<file path="src/rtl/fst_pkg.sv">
package fst_pkg;

   localparam int ERR_W    = 3;
   localparam int ERR_MAX  = 7;
   localparam int FLAG_W   = 3;

   localparam int FL_SEEN  = 0;
   localparam int FL_IDLE  = 1;
   localparam int FL_LOST  = 2;

   typedef struct packed {
      logic             lock;
      logic             dec_fail;
      logic             busy;
      logic [1:0]       rsvd;
      logic [ERR_W-1:0] errs;
   } stat_t;

endpackage

</file>
<file path="src/rtl/fst_sync_detect.sv">
module fst_sync_detect #(
   parameter int                  SYNC_LEN  = 6,
   parameter logic [SYNC_LEN-1:0] SYNC_WORD = 6'b101101
) (
   input  logic                     clk,
   input  logic                     rst_n,
   input  logic                     bit_valid,
   input  logic                     bit_in,
   input  logic [fst_pkg::ERR_W-1:0] err_limit,
   output logic                     accept,
   output logic [fst_pkg::ERR_W-1:0] err_cnt
);
   import fst_pkg::*;

   localparam int HIST_W = SYNC_LEN - 1;
   localparam int FILL_W = $clog2(SYNC_LEN);
   localparam int RAW_W  = $clog2(SYNC_LEN + 1);

   if (SYNC_LEN < 2) begin : g_len_bad
      $error("SYNC_LEN must be at least 2");
   end

   logic [HIST_W-1:0]   hist_q;
   logic [FILL_W-1:0]   fill_q;
   logic [SYNC_LEN-1:0] cand;
   logic [SYNC_LEN-1:0] diff;
   logic [RAW_W-1:0]    raw_cnt;
   logic                full;

   assign cand = {hist_q, bit_in};
   assign diff = cand ^ SYNC_WORD;
   assign full = (fill_q == FILL_W'(HIST_W));

   always_comb begin
      raw_cnt = '0;
      for (int i = 0; i < SYNC_LEN; i++) begin
         raw_cnt = raw_cnt + RAW_W'(diff[i]);
      end
   end

   if (RAW_W > ERR_W) begin : g_sat
      assign err_cnt = (raw_cnt > RAW_W'(ERR_MAX)) ? ERR_W'(ERR_MAX) : ERR_W'(raw_cnt);
   end else begin : g_nosat
      assign err_cnt = ERR_W'(raw_cnt);
   end

   assign accept = bit_valid && full && (err_cnt <= err_limit);

   always_ff @(posedge clk or negedge rst_n) begin
      if (!rst_n) begin
         hist_q <= '0;
         fill_q <= '0;
      end else if (bit_valid) begin
         hist_q <= cand[HIST_W-1:0];
         if (!full) fill_q <= fill_q + FILL_W'(1);
      end
   end


   no_early_accept_chk: assert property (@(posedge clk) disable iff (!rst_n)
      (fill_q == '0) |-> !accept);

endmodule

</file>
<file path="src/rtl/fst_frame_timer.sv">
module fst_frame_timer #(
   parameter int TIMEOUT    = 420,
   parameter int DEC_OFS    = 8,
   parameter int IDLE_OFS   = 12,
   parameter int IDLE_GAP   = 6,
   parameter int IDLE_VOTES = 5
) (
   input  logic clk,
   input  logic rst_n,
   input  logic bit_valid,
   input  logic accept,
   output logic locked,
   output logic acquire,
   output logic lost,
   output logic dec_stb,
   output logic idle_stb
);
   localparam int POS_MAX = TIMEOUT + 1;
   localparam int POS_W   = $clog2(POS_MAX + 1);
   localparam int LAST_SLOT = IDLE_OFS + (IDLE_VOTES - 1) * IDLE_GAP;

   if (DEC_OFS >= TIMEOUT || LAST_SLOT >= TIMEOUT) begin : g_ofs_bad
      $error("frame slots must lie below TIMEOUT");
   end
   if (IDLE_GAP < 1) begin : g_gap_bad
      $error("IDLE_GAP must be positive");
   end

   logic [POS_W-1:0]      pos_q;
   logic                  locked_q;
   logic                  run;
   logic [IDLE_VOTES-1:0] slot_hit;

   assign run = bit_valid && locked_q && !accept;

   for (genvar k = 0; k < IDLE_VOTES; k++) begin : g_slot
      assign slot_hit[k] = (pos_q == POS_W'(IDLE_OFS + k * IDLE_GAP));
   end

   assign dec_stb  = run && (pos_q == POS_W'(DEC_OFS));
   assign idle_stb = run && (|slot_hit);
   assign lost     = run && (pos_q == POS_W'(TIMEOUT));
   assign acquire  = bit_valid && accept && !locked_q;
   assign locked   = locked_q;

   always_ff @(posedge clk or negedge rst_n) begin
      if (!rst_n) begin
         pos_q    <= POS_W'(POS_MAX);
         locked_q <= 1'b0;
      end else if (bit_valid) begin
         if (accept) begin
            pos_q    <= '0;
            locked_q <= 1'b1;
         end else begin
            if (pos_q != POS_W'(POS_MAX)) pos_q <= pos_q + POS_W'(1);
            if (lost) locked_q <= 1'b0;
         end
      end
   end


   lock_kept_chk: assert property (@(posedge clk) disable iff (!rst_n)
      (locked_q && !(bit_valid && pos_q == POS_W'(TIMEOUT))) |=> locked_q);


   lock_drop_chk: assert property (@(posedge clk) disable iff (!rst_n)
      $fell(locked_q) |-> ($past(pos_q) == POS_W'(TIMEOUT)));


   lock_on_accept_chk: assert property (@(posedge clk) disable iff (!rst_n)
      (bit_valid && accept) |=> (locked_q && pos_q == '0));

endmodule

</file>
<file path="src/rtl/fst_status_regs.sv">
module fst_status_regs #(
   parameter int IDLE_VOTES = 5
) (
   input  logic                      clk,
   input  logic                      rst_n,
   input  logic                      bit_in,
   input  logic                      accept_stb,
   input  logic [fst_pkg::ERR_W-1:0] err_cnt,
   input  logic                      locked,
   input  logic                      acquire,
   input  logic                      dec_stb,
   input  logic                      idle_stb,
   output fst_pkg::stat_t            stat,
   output logic                      idle_upd
);
   import fst_pkg::*;

   if (IDLE_VOTES < 3 || (IDLE_VOTES % 2) == 0) begin : g_votes_bad
      $error("IDLE_VOTES must be odd and at least 3");
   end

   logic [IDLE_VOTES-1:0] hist_q;
   logic [IDLE_VOTES-1:0] hist_nxt;
   logic [ERR_W-1:0]      err_q;
   logic                  dec_q;
   logic                  busy_q;

   function automatic logic vote(input logic [IDLE_VOTES-1:0] v);
      return $countones(v) > (IDLE_VOTES / 2);
   endfunction

   assign hist_nxt = {hist_q[IDLE_VOTES-2:0], bit_in};
   assign idle_upd = idle_stb || acquire;

   always_ff @(posedge clk or negedge rst_n) begin
      if (!rst_n) begin
         hist_q <= '0;
         err_q  <= '0;
         dec_q  <= 1'b0;
         busy_q <= 1'b0;
      end else begin
         if (accept_stb) err_q <= err_cnt;
         if (dec_stb) dec_q <= bit_in;
         if (idle_stb) begin
            hist_q <= hist_nxt;
            busy_q <= vote(hist_nxt);
         end else if (acquire) begin
            busy_q <= vote(hist_q);
         end
      end
   end

   assign stat = '{lock: locked, dec_fail: dec_q, busy: busy_q, rsvd: 2'b00, errs: err_q};


   errs_hold_chk: assert property (@(posedge clk) disable iff (!rst_n)
      !accept_stb |=> $stable(err_q));


   dec_gate_chk: assert property (@(posedge clk) disable iff (!rst_n)
      !locked |=> $stable(dec_q));


   busy_gate_chk: assert property (@(posedge clk) disable iff (!rst_n)
      (!locked && !acquire) |=> $stable(busy_q));

endmodule

</file>
<file path="src/rtl/fst_irq.sv">
module fst_irq #(
   parameter int NFLAG = 3
) (
   input  logic             clk,
   input  logic             rst_n,
   input  logic [NFLAG-1:0] set,
   input  logic [NFLAG-1:0] clr,
   input  logic [NFLAG-1:0] en,
   output logic [NFLAG-1:0] flags,
   output logic             irq
);
   logic [NFLAG-1:0] flags_q;

   always_ff @(posedge clk or negedge rst_n) begin
      if (!rst_n) flags_q <= '0;
      else        flags_q <= (flags_q & ~clr) | set;
   end

   assign flags = flags_q;
   assign irq   = |(flags_q & en);

   for (genvar i = 0; i < NFLAG; i++) begin : g_chk

      flag_sticky_chk: assert property (@(posedge clk) disable iff (!rst_n)
         (flags_q[i] && !clr[i]) |=> flags_q[i]);

      flag_set_wins_chk: assert property (@(posedge clk) disable iff (!rst_n)
         set[i] |=> flags_q[i]);
   end

endmodule

</file>
<file path="src/rtl/fwd_sync_tracker.sv">
module fwd_sync_tracker #(
   parameter int                  SYNC_LEN   = 6,
   parameter logic [SYNC_LEN-1:0] SYNC_WORD  = 6'b101101,
   parameter int                  TIMEOUT    = 420,
   parameter int                  DEC_OFS    = 8,
   parameter int                  IDLE_OFS   = 12,
   parameter int                  IDLE_GAP   = 6,
   parameter int                  IDLE_VOTES = 5
) (
   input  logic       clk,
   input  logic       rst_n,
   input  logic       bit_valid,
   input  logic       bit_in,
   input  logic [2:0] err_limit,
   input  logic [2:0] irq_en,
   input  logic [2:0] irq_clr,
   output logic [7:0] status,
   output logic [2:0] irq_flags,
   output logic       irq
);
   import fst_pkg::*;

   logic             accept;
   logic [ERR_W-1:0] err_cnt;
   logic             locked;
   logic             acquire;
   logic             lost;
   logic             dec_stb;
   logic             idle_stb;
   logic             idle_upd;
   stat_t            stat;
   logic [FLAG_W-1:0] flag_set;

   fst_sync_detect #(
      .SYNC_LEN  (SYNC_LEN),
      .SYNC_WORD (SYNC_WORD)
   ) i_detect (
      .clk       (clk),
      .rst_n     (rst_n),
      .bit_valid (bit_valid),
      .bit_in    (bit_in),
      .err_limit (err_limit),
      .accept    (accept),
      .err_cnt   (err_cnt)
   );

   fst_frame_timer #(
      .TIMEOUT    (TIMEOUT),
      .DEC_OFS    (DEC_OFS),
      .IDLE_OFS   (IDLE_OFS),
      .IDLE_GAP   (IDLE_GAP),
      .IDLE_VOTES (IDLE_VOTES)
   ) i_timer (
      .clk       (clk),
      .rst_n     (rst_n),
      .bit_valid (bit_valid),
      .accept    (accept),
      .locked    (locked),
      .acquire   (acquire),
      .lost      (lost),
      .dec_stb   (dec_stb),
      .idle_stb  (idle_stb)
   );

   fst_status_regs #(
      .IDLE_VOTES (IDLE_VOTES)
   ) i_status (
      .clk        (clk),
      .rst_n      (rst_n),
      .bit_in     (bit_in),
      .accept_stb (accept),
      .err_cnt    (err_cnt),
      .locked     (locked),
      .acquire    (acquire),
      .dec_stb    (dec_stb),
      .idle_stb   (idle_stb),
      .stat       (stat),
      .idle_upd   (idle_upd)
   );

   always_comb begin
      flag_set          = '0;
      flag_set[FL_SEEN] = accept;
      flag_set[FL_IDLE] = idle_upd;
      flag_set[FL_LOST] = lost;
   end

   fst_irq #(
      .NFLAG (FLAG_W)
   ) i_irq (
      .clk   (clk),
      .rst_n (rst_n),
      .set   (flag_set),
      .clr   (irq_clr),
      .en    (irq_en),
      .flags (irq_flags),
      .irq   (irq)
   );

   assign status = stat;


   quiet_bit_chk: assert property (@(posedge clk) disable iff (!rst_n)
      !bit_valid |=> $stable(status));

endmodule

</file>
<file path="config.mk">
export PLATFORM = sky130hd
export DESIGN_NAME = fwd_sync_tracker
export DESIGN_NICKNAME = d
export VERILOG_FILES = /design/src/rtl/fst_pkg.sv /design/src/rtl/fst_sync_detect.sv /design/src/rtl/fst_frame_timer.sv /design/src/rtl/fst_status_regs.sv /design/src/rtl/fst_irq.sv /design/src/rtl/fwd_sync_tracker.sv
export SDC_FILE = /design/constraint.sdc
export NUM_CORES = 1
export LEC_CHECK = 0
export CAP_MARGIN = 30
export CORE_ASPECT_RATIO = 1.4
export CORE_UTILIZATION = 50
export CTS_BUF_LIST = sky130_fd_sc_hd__clkbuf_4
export DETAILED_ROUTE_END_ITERATION = 8
export GPL_TIMING_DRIVEN = 0
export PLACE_DENSITY = 0.75
export SYNTH_ARGS = -nofsm -noshare
export SYNTH_HDL_FRONTEND = slang
export SYNTH_HIERARCHICAL = 1
export SYNTH_SLANG_ARGS = --single-unit
</file>
<file path="constraint.sdc">
create_clock -name clk -period 10.9 [get_ports clk]
set_clock_uncertainty 0.15 [all_clocks]
set_input_delay 2.18 -clock clk [delete_from_list [all_inputs] [get_ports clk]]
set_output_delay 2.18 -clock clk [all_outputs]
set_load 0.01 [all_outputs]
</file>
==> flow_metrics.env, run 1 <==
export IMPL_status="finished clean"
export IMPL_drtIter0Drc=44
export IMPL_crit_start="irq_en[0]"
export IMPL_worstPathMaxFanout=1
export IMPL_p_clk_frac=0.116
export IMPL_grt_pass1_wl_mm=6.85
export IMPL_cts_buffers_inserted=5
export IMPL_syn_avg_cell_area_um2=10.1
export IMPL_detail_route_antenna_nets=0
export IMPL_powerDensity_nw_per_um2=235
export IMPL_synth_seq_cells=31
export IMPL_wl_mm=3.75
export IMPL_antenna_found_initial=0
export IMPL_die_y_um=77.1
export IMPL_ys_dominant_reg_cell="dfrtp_1"
export IMPL_track_usage=0.206
export IMPL_netlist_instances=200
export IMPL_postPlaceCellArea_um2=2320
export IMPL_hold_depth=2
export IMPL_p_sw_frac=0.398
export IMPL_path_clk_slew_ns=0.10
export IMPL_vias_per_cell=5.42
export IMPL_io_buffers=22
export IMPL_layout_drive_gt1_share=0.181
export IMPL_worstSetupPathType="input pin to primary output"
export IMPL_place_inst=266
export IMPL_die_w_um=55.6
export IMPL_min_from="i_detect/hist_q[1]"
export IMPL_post_cts_resized=0
export IMPL_cts_root_buffer="clkbuf_4"
export IMPL_start_util=0.538
export IMPL_period_minus_slack_ns=5.78
export IMPL_max_clock_freq_ghz=0.173
export IMPL_htreeDepth=2
export IMPL_drc=0
export IMPL_synth_edf_count=0
export IMPL_critical_path_arrival_ns=3.45
export IMPL_maxSlewHeadroom=0.576
export IMPL_fin_cells=274
export IMPL_die_area_um2=4290
export IMPL_n_fill_cell=316
export IMPL_clock_latency_ns=0.34
export IMPL_path_cells="clkdlybuf4s50_1 > a222oi_1 > inv_1 > clkdlybuf4s50_1"
export IMPL_ys_seq_area_frac=0.388
export IMPL_critPathMaxStageDelay_ns=0.47
export IMPL_fin_crit_sh=0.530
export IMPL_cts_hold_buffers=0
export IMPL_grt_pass1_vias=1554
export IMPL_gr_total_overflow=0
export IMPL_cp_slowest_cell="clkdlybuf4s50_1"
export IMPL_coreArea_um2=3740
export IMPL_synthTopCellsByArea="dfrtp_1, ha_1, fa_1, dfstp_2, inv_1"
export IMPL_crit_path_frequent_cell="clkdlybuf4s50_1"
export IMPL_hold_slack_ns=0.340
export IMPL_wl_per_cell_um=13.7
export IMPL_synth_top_area_frac=0.323
export IMPL_ys_types=50
export IMPL_leakage_nw=1.17
export IMPL_dr_pass1_iters=4
export IMPL_rsz0062_at_grt="false"
export IMPL_setup_worst_path_end_class="primary output"
export IMPL_place_gp_congestion=0.821
export IMPL_ys_warn_count=6
export IMPL_syn_area_um2=2010
export IMPL_rows=26
export IMPL_crit_required_ns=8.57
export IMPL_combPwrFrac=0.537
export IMPL_ioPinCount=25
export IMPL_reg2regPathDepth=15
export IMPL_p_switching_mw=0.222
export IMPL_syn_to_final_growth_pct=17.7
export IMPL_worstMarginPinSlew_ns=0.634
export IMPL_startpoint_type="input pin"
export IMPL_seq_power_share=0.347
export IMPL_r2r_start="i_detect/hist_q[0]"
export IMPL_insertedDiodeCount=0
export IMPL_layout_nets=265
export IMPL_synth_top_area_cell="dfrtp_1"
export IMPL_cts_path_max_buffers=2
export IMPL_setup_viol=0
export IMPL_layout_setup_ws_ns=5.12
export IMPL_ir_worst_vdd_mv=0.144
export IMPL_tns_ns=0
export IMPL_detailed_place_hpwl_mm=2.83
export IMPL_hold_class="flop to flop"
export IMPL_maxSlewViolCount=0
export IMPL_clkSinkCount=31
export IMPL_grt_max_degree=21
export IMPL_post_cts_buffers=0
export IMPL_final_area_um2=2370
export IMPL_vias=1485
export IMPL_cap_violations=0
export IMPL_p_int_mw=0.336
export IMPL_cts_tree="yes"
export IMPL_pre_cts_slack_ns=4.84
export IMPL_async_flop_share=1.00
export IMPL_report_final_hold_viol_count=0
## critical path, delay by kind of cell
family          cells  cell delay (ns)
compound gates      1             0.34
buf+inv             3             0.93
## per-stage QoR
| step | total power [mW] | util |
|---|---|---|
| floorplan | 0.403 | - |
| global placement | 0.478 | 0.612 |
| detailed placement | 0.496 | 0.620 |
| CTS | 0.565 | 0.634 |
| global route | 0.619 | 0.634 |
| finish | 0.558 | 0.634 |
## cell type report
cell class	instances	area [um2]	share of cell area
inverter	34	128	0.0538
tap	42	52.6	0.0222
timing repair buffer	23	248	0.104
clock buffer	6	45.0	0.0190
multi-input combinational	125	1030	0.435
clock inverter	2	7.51	0.00317
sequential	31	782	0.330
buffer	11	76.3	0.0322
## logic make-up after synthesis
group	Yosys count	synth area share
xor+xnor	1	0.00435
other cells	1	0.00186
fa+ha+maj	21	0.157
compound gates	41	0.157
flops	31	0.388
simple gates	50	0.135
mux	10	0.0559
buf+inv	45	0.101
## Yosys cell counts, drive strengths merged (2+ instances only)
cell and instances:
and2b 2, a21o 5, nand2 17, fa 7, o21ai 12, nor2 7
and4 2, nor2b 3, a21oi 5, dfstp 5, mux2 7, ha 14
a31oi 4, and3 4, dfrtp 26, nand3 7, a22o 3, mux2i 3
buf 10, inv 33
## layer usage
layer / up-vias / GRT usage / wire length (um)
met5: - / 0 / 0
met4: 0 / 0.0800 / 57
met3: 7 / 0.0708 / 174
met2: 32 / 0.354 / 1920
met1: 712 / 0.231 / 1600
li1: 734 / - / -
## power by group through the flow
stage / Combinational, mW / Clock [mW] / Sequential [mW]
after global routing: 0.344 / 0.0733 / 0.202
after floorplan: 0.211 / 0 / 0.192
after CTS: 0.303 / 0.0677 / 0.194
after global placement: 0.284 / 0 / 0.193
after detailed placement: 0.300 / 0 / 0.196
final: 0.300 / 0.0647 / 0.194
## registers in the layout, indices dropped and copies added (netlist names)
| register | cells |
|---|---|
| i_status/dec_q | 1 |
| i_status/err_q | 3 |
| i_timer/pos_q | 9 |
| i_status/busy_q | 1 |
| i_detect/hist_q | 5 |
| i_irq/flags | 3 |
| i_timer/locked | 1 |
| i_status/hist_q | 5 |
| i_detect/fill_q | 3 |
## path summary, 6_finish.rpt
check,slack [ns],to
setup / recovery,5.12,irq
min in group asynchronous,2.08,i_detect/fill_q[0]
setup reg to reg,6.20,i_status/dec_q
hold / removal,0.34,i_detect/hist_q[2]
hold reg to reg,0.34,i_detect/hist_q[2]
max in group asynchronous,8.00,i_status/hist_q[0]
## cell usage in the layout (no fill, tap or decap), types with 3 or more instances in the layout
master | netlist | routed
a21o_1 | 5 | 5
and3_1 | 3 | 3
nand2_1 | 17 | 17
clkbuf_4 | 0 | 6
nand3_1 | 7 | 7
mux2i_1 | 3 | 3
inv_1 | 32 | 32
ha_1 | 14 | 14
a31oi_1 | 4 | 4
clkdlybuf4s50_1 | 0 | 22
mux2_2 | 6 | 6
dfrtp_1 | 26 | 26
dfstp_2 | 5 | 5
nor2b_1 | 3 | 3
buf_2 | 3 | 3
o21ai_0 | 12 | 12
nor2_1 | 7 | 7
buf_4 | 6 | 6
fa_1 | 7 | 7
a21oi_1 | 5 | 5
clkinv_1 | 1 | 3
No activity file was read; power rests on OpenSTA's default activity.
==> run 2: changes to the inputs <==
==> constraint.sdc (replaced) <==
create_clock -name clk -period 5.45 [get_ports clk]
set_clock_uncertainty 0.15 [all_clocks]
set_input_delay 1.09 -clock clk [delete_from_list [all_inputs] [get_ports clk]]
set_output_delay 1.09 -clock clk [all_outputs]
set_load 0.01 [all_outputs]
==> results of run 2 <==
The final DEF is identical to that of run 1. Status: finished clean.
Among the figures that moved: setup slack after placement 4.84 ns -> 0.478 ns; setup slack after layout 5.12 ns -> 0.754 ns; start point of the critical path irq_en[0] -> i_detect/hist_q[0]; end point of the critical path irq -> i_status/dec_q; register-to-register setup slack 6.20 ns -> 0.75 ns; total power 0.558 mW -> 1.12 mW; worst IR drop on VDD 0.144 mV -> 0.289 mV
==> run 3: changes to the inputs <==
--- a/config.mk
+++ b/config.mk
@@ -7,11 +7,12 @@
 export LEC_CHECK = 0
 export CAP_MARGIN = 30
 export CORE_ASPECT_RATIO = 1.4
-export CORE_UTILIZATION = 50
+export CORE_UTILIZATION = 57
 export CTS_BUF_LIST = sky130_fd_sc_hd__clkbuf_4
 export DETAILED_ROUTE_END_ITERATION = 8
 export GPL_TIMING_DRIVEN = 0
-export PLACE_DENSITY = 0.75
+export PLACE_DENSITY = 0.84
+export SKIP_CTS_REPAIR_TIMING = 1
 export SYNTH_ARGS = -nofsm -noshare
 export SYNTH_HDL_FRONTEND = slang
 export SYNTH_HIERARCHICAL = 1
==> run 3 against run 2 <==
Compared with the run above:
- total power barely moved
- worst hold slack improved by 0.010 ns
- worst setup slack improved by 0.034 ns
- critical endpoint unchanged
- largest cell class unchanged
==> flow_metrics.env, run 3 (synthesis gave the netlist of run 1 again) <==
export IMPL_status="finished clean"
export IMPL_grt_pass1_wl_mm=6.27
export IMPL_largest_register="i_timer/pos_q"
export IMPL_path_clk_slew_ns=0.10
export IMPL_die_w_um=52.2
export IMPL_fin_crit_sh=0.856
export IMPL_detail_route_antenna_nets=0
export IMPL_ir_worst_vdd_mv=0.282
export IMPL_leakage_nw=1.16
export IMPL_multi_input_area_um2=1030
export IMPL_worstMarginPinSlew_ns=0.679
export IMPL_worstPathMaxFanout=7
export IMPL_drtIter0Drc=42
export IMPL_clock_latency_ns=0.32
export IMPL_cts_path_max_buffers=2
export IMPL_htreeDepth=2
export IMPL_report_final_hold_viol_count=0
export IMPL_grtUsageMet2=0.415
export IMPL_insertedDiodeCount=0
export IMPL_period_minus_slack_ns=4.66
export IMPL_antenna_found_initial=0
export IMPL_max_clock_freq_ghz=0.214
export IMPL_syn_to_final_growth_pct=16.0
export IMPL_startpoint_type="input pin"
export IMPL_cts_buffers_inserted=5
export IMPL_top_usage_layer="met2"
export IMPL_dr_pass1_iters=4
export IMPL_start_util=0.596
export IMPL_power_mw=1.12
export IMPL_crit_required_ns=5.51
export IMPL_rows=25
export IMPL_largest_reg_flops=9
export IMPL_hold_class="flop to flop"
export IMPL_worstSetupPathType="input pin to flop"
export IMPL_grt_pass1_vias=1510
export IMPL_layout_drive_gt1_share=0.190
export IMPL_cts_tree="yes"
export IMPL_mostFrequentLayoutCell="inv_1"
export IMPL_cap_violations=0
export IMPL_die_area_um2=3780
export IMPL_final_area_um2=2340
export IMPL_die_y_um=72.3
export IMPL_vias=1500
export IMPL_maxSlewHeadroom=0.548
export IMPL_track_usage=0.226
export IMPL_rsz0062_at_grt="false"
export IMPL_powerDensity_nw_per_um2=478
export IMPL_use_met1=0.235
export IMPL_drc=0
export IMPL_clkSinkCount=31
export IMPL_wl_mm=3.79
export IMPL_critical_path_arrival_ns=4.72
export IMPL_tns_ns=0
export IMPL_seq_area_um2=782
export IMPL_maxSlewViolCount=0
export IMPL_coreArea_um2=3380
export IMPL_ioPinCount=25
export IMPL_cts_root_buffer="clkbuf_4"
export IMPL_setup_worst_path_end_class="flop"
export IMPL_reg_top3="i_timer/pos_q: 9 flops, i_detect/hist_q: 5 flops, i_status/hist_q: 5 flops"
export IMPL_most_common_layout_cells="inv_1, dfrtp_1, clkdlybuf4s50_1"
export IMPL_vias_per_cell=5.54
export IMPL_n_fill_cell=258
export IMPL_io_buffers=22
export IMPL_hold_slack_ns=0.350
export IMPL_gr_total_overflow=0
export IMPL_grt_max_degree=32
export IMPL_setup_viol=0
export IMPL_place_gp_congestion=0.801
export IMPL_layout_nets=264
export IMPL_wl_per_cell_um=14.0
export IMPL_detailed_place_hpwl_mm=2.87
export IMPL_postPlaceCellArea_um2=2280
export IMPL_use_met3=0.0566
[run 3: changes by cell type in the layout (fill, tap and decap cells not counted), sizes merged]
cell	delta
clkbuf	-1
clkinv	+1
clkdlybuf4s50	-1
[run 3: through the flow]
stage	setup WS, ns	instances	util
6_report	0.787	271	0.691
5_1_grt	0.558	271	0.691
4_1_cts	0.797	271	0.691
3_5_place_dp	0.504	263	0.676
3_3_place_gp	0.541	263	0.677
2_1_floorplan	1.14	201	-
[run 3: cell type report]
cell class | instances | area share
multi-input combinational | 125 | 0.442
sequential | 31 | 0.335
timing repair buffer | 22 | 0.0921
inverter | 34 | 0.0546
buffer | 11 | 0.0327
tap | 40 | 0.0214
clock buffer | 5 | 0.0161
clock inverter | 3 | 0.00643
[run 3: power breakdown]
part | switching, mW | internal [mW] | total, mW
sequential | 0.0665 | 0.322 | 0.388
combinational | 0.307 | 0.295 | 0.602
clock | 0.0790 | 0.0480 | 0.127
[run 3: critical path, stage by stage]
cell	delay (ns)
clkdlybuf4s50_1	0.60
inv_1	0.08
ha_1	0.19
inv_1	0.07
fa_1	0.40
inv_1	0.08
ha_1	0.25
a31oi_1	0.17
a21oi_1	0.18
clkbuf_2	0.24
inv_2	0.12
nand3_1	0.09
or4_1	0.44
nor4bb_1	0.32
mux2_2	0.38
[run 3: worst paths after layout]
check	startpoint	end	slack [ns]	depth (start not counted)
max	bit_in	i_status/dec_q	0.79	15
min	i_status/hist_q[2]	i_status/hist_q[3]	0.35	2
max reg2reg	i_detect/hist_q[0]	i_status/dec_q	0.79	15
min reg2reg	i_status/hist_q[2]	i_status/hist_q[3]	0.35	2
max in group asynchronous	rst_n	i_timer/pos_q[6]	4.07	1
min in group asynchronous	rst_n	i_timer/locked	0.64	1
[run 3: layer usage]
| layer | vias to the layer above | wire length, um |
|---|---|---|
| li1 | 726 | - |
| met1 | 730 | 1550 |
| met2 | 36 | 2000 |
| met3 | 8 | 148 |
| met4 | 0 | 82 |
| met5 | - | 0 |
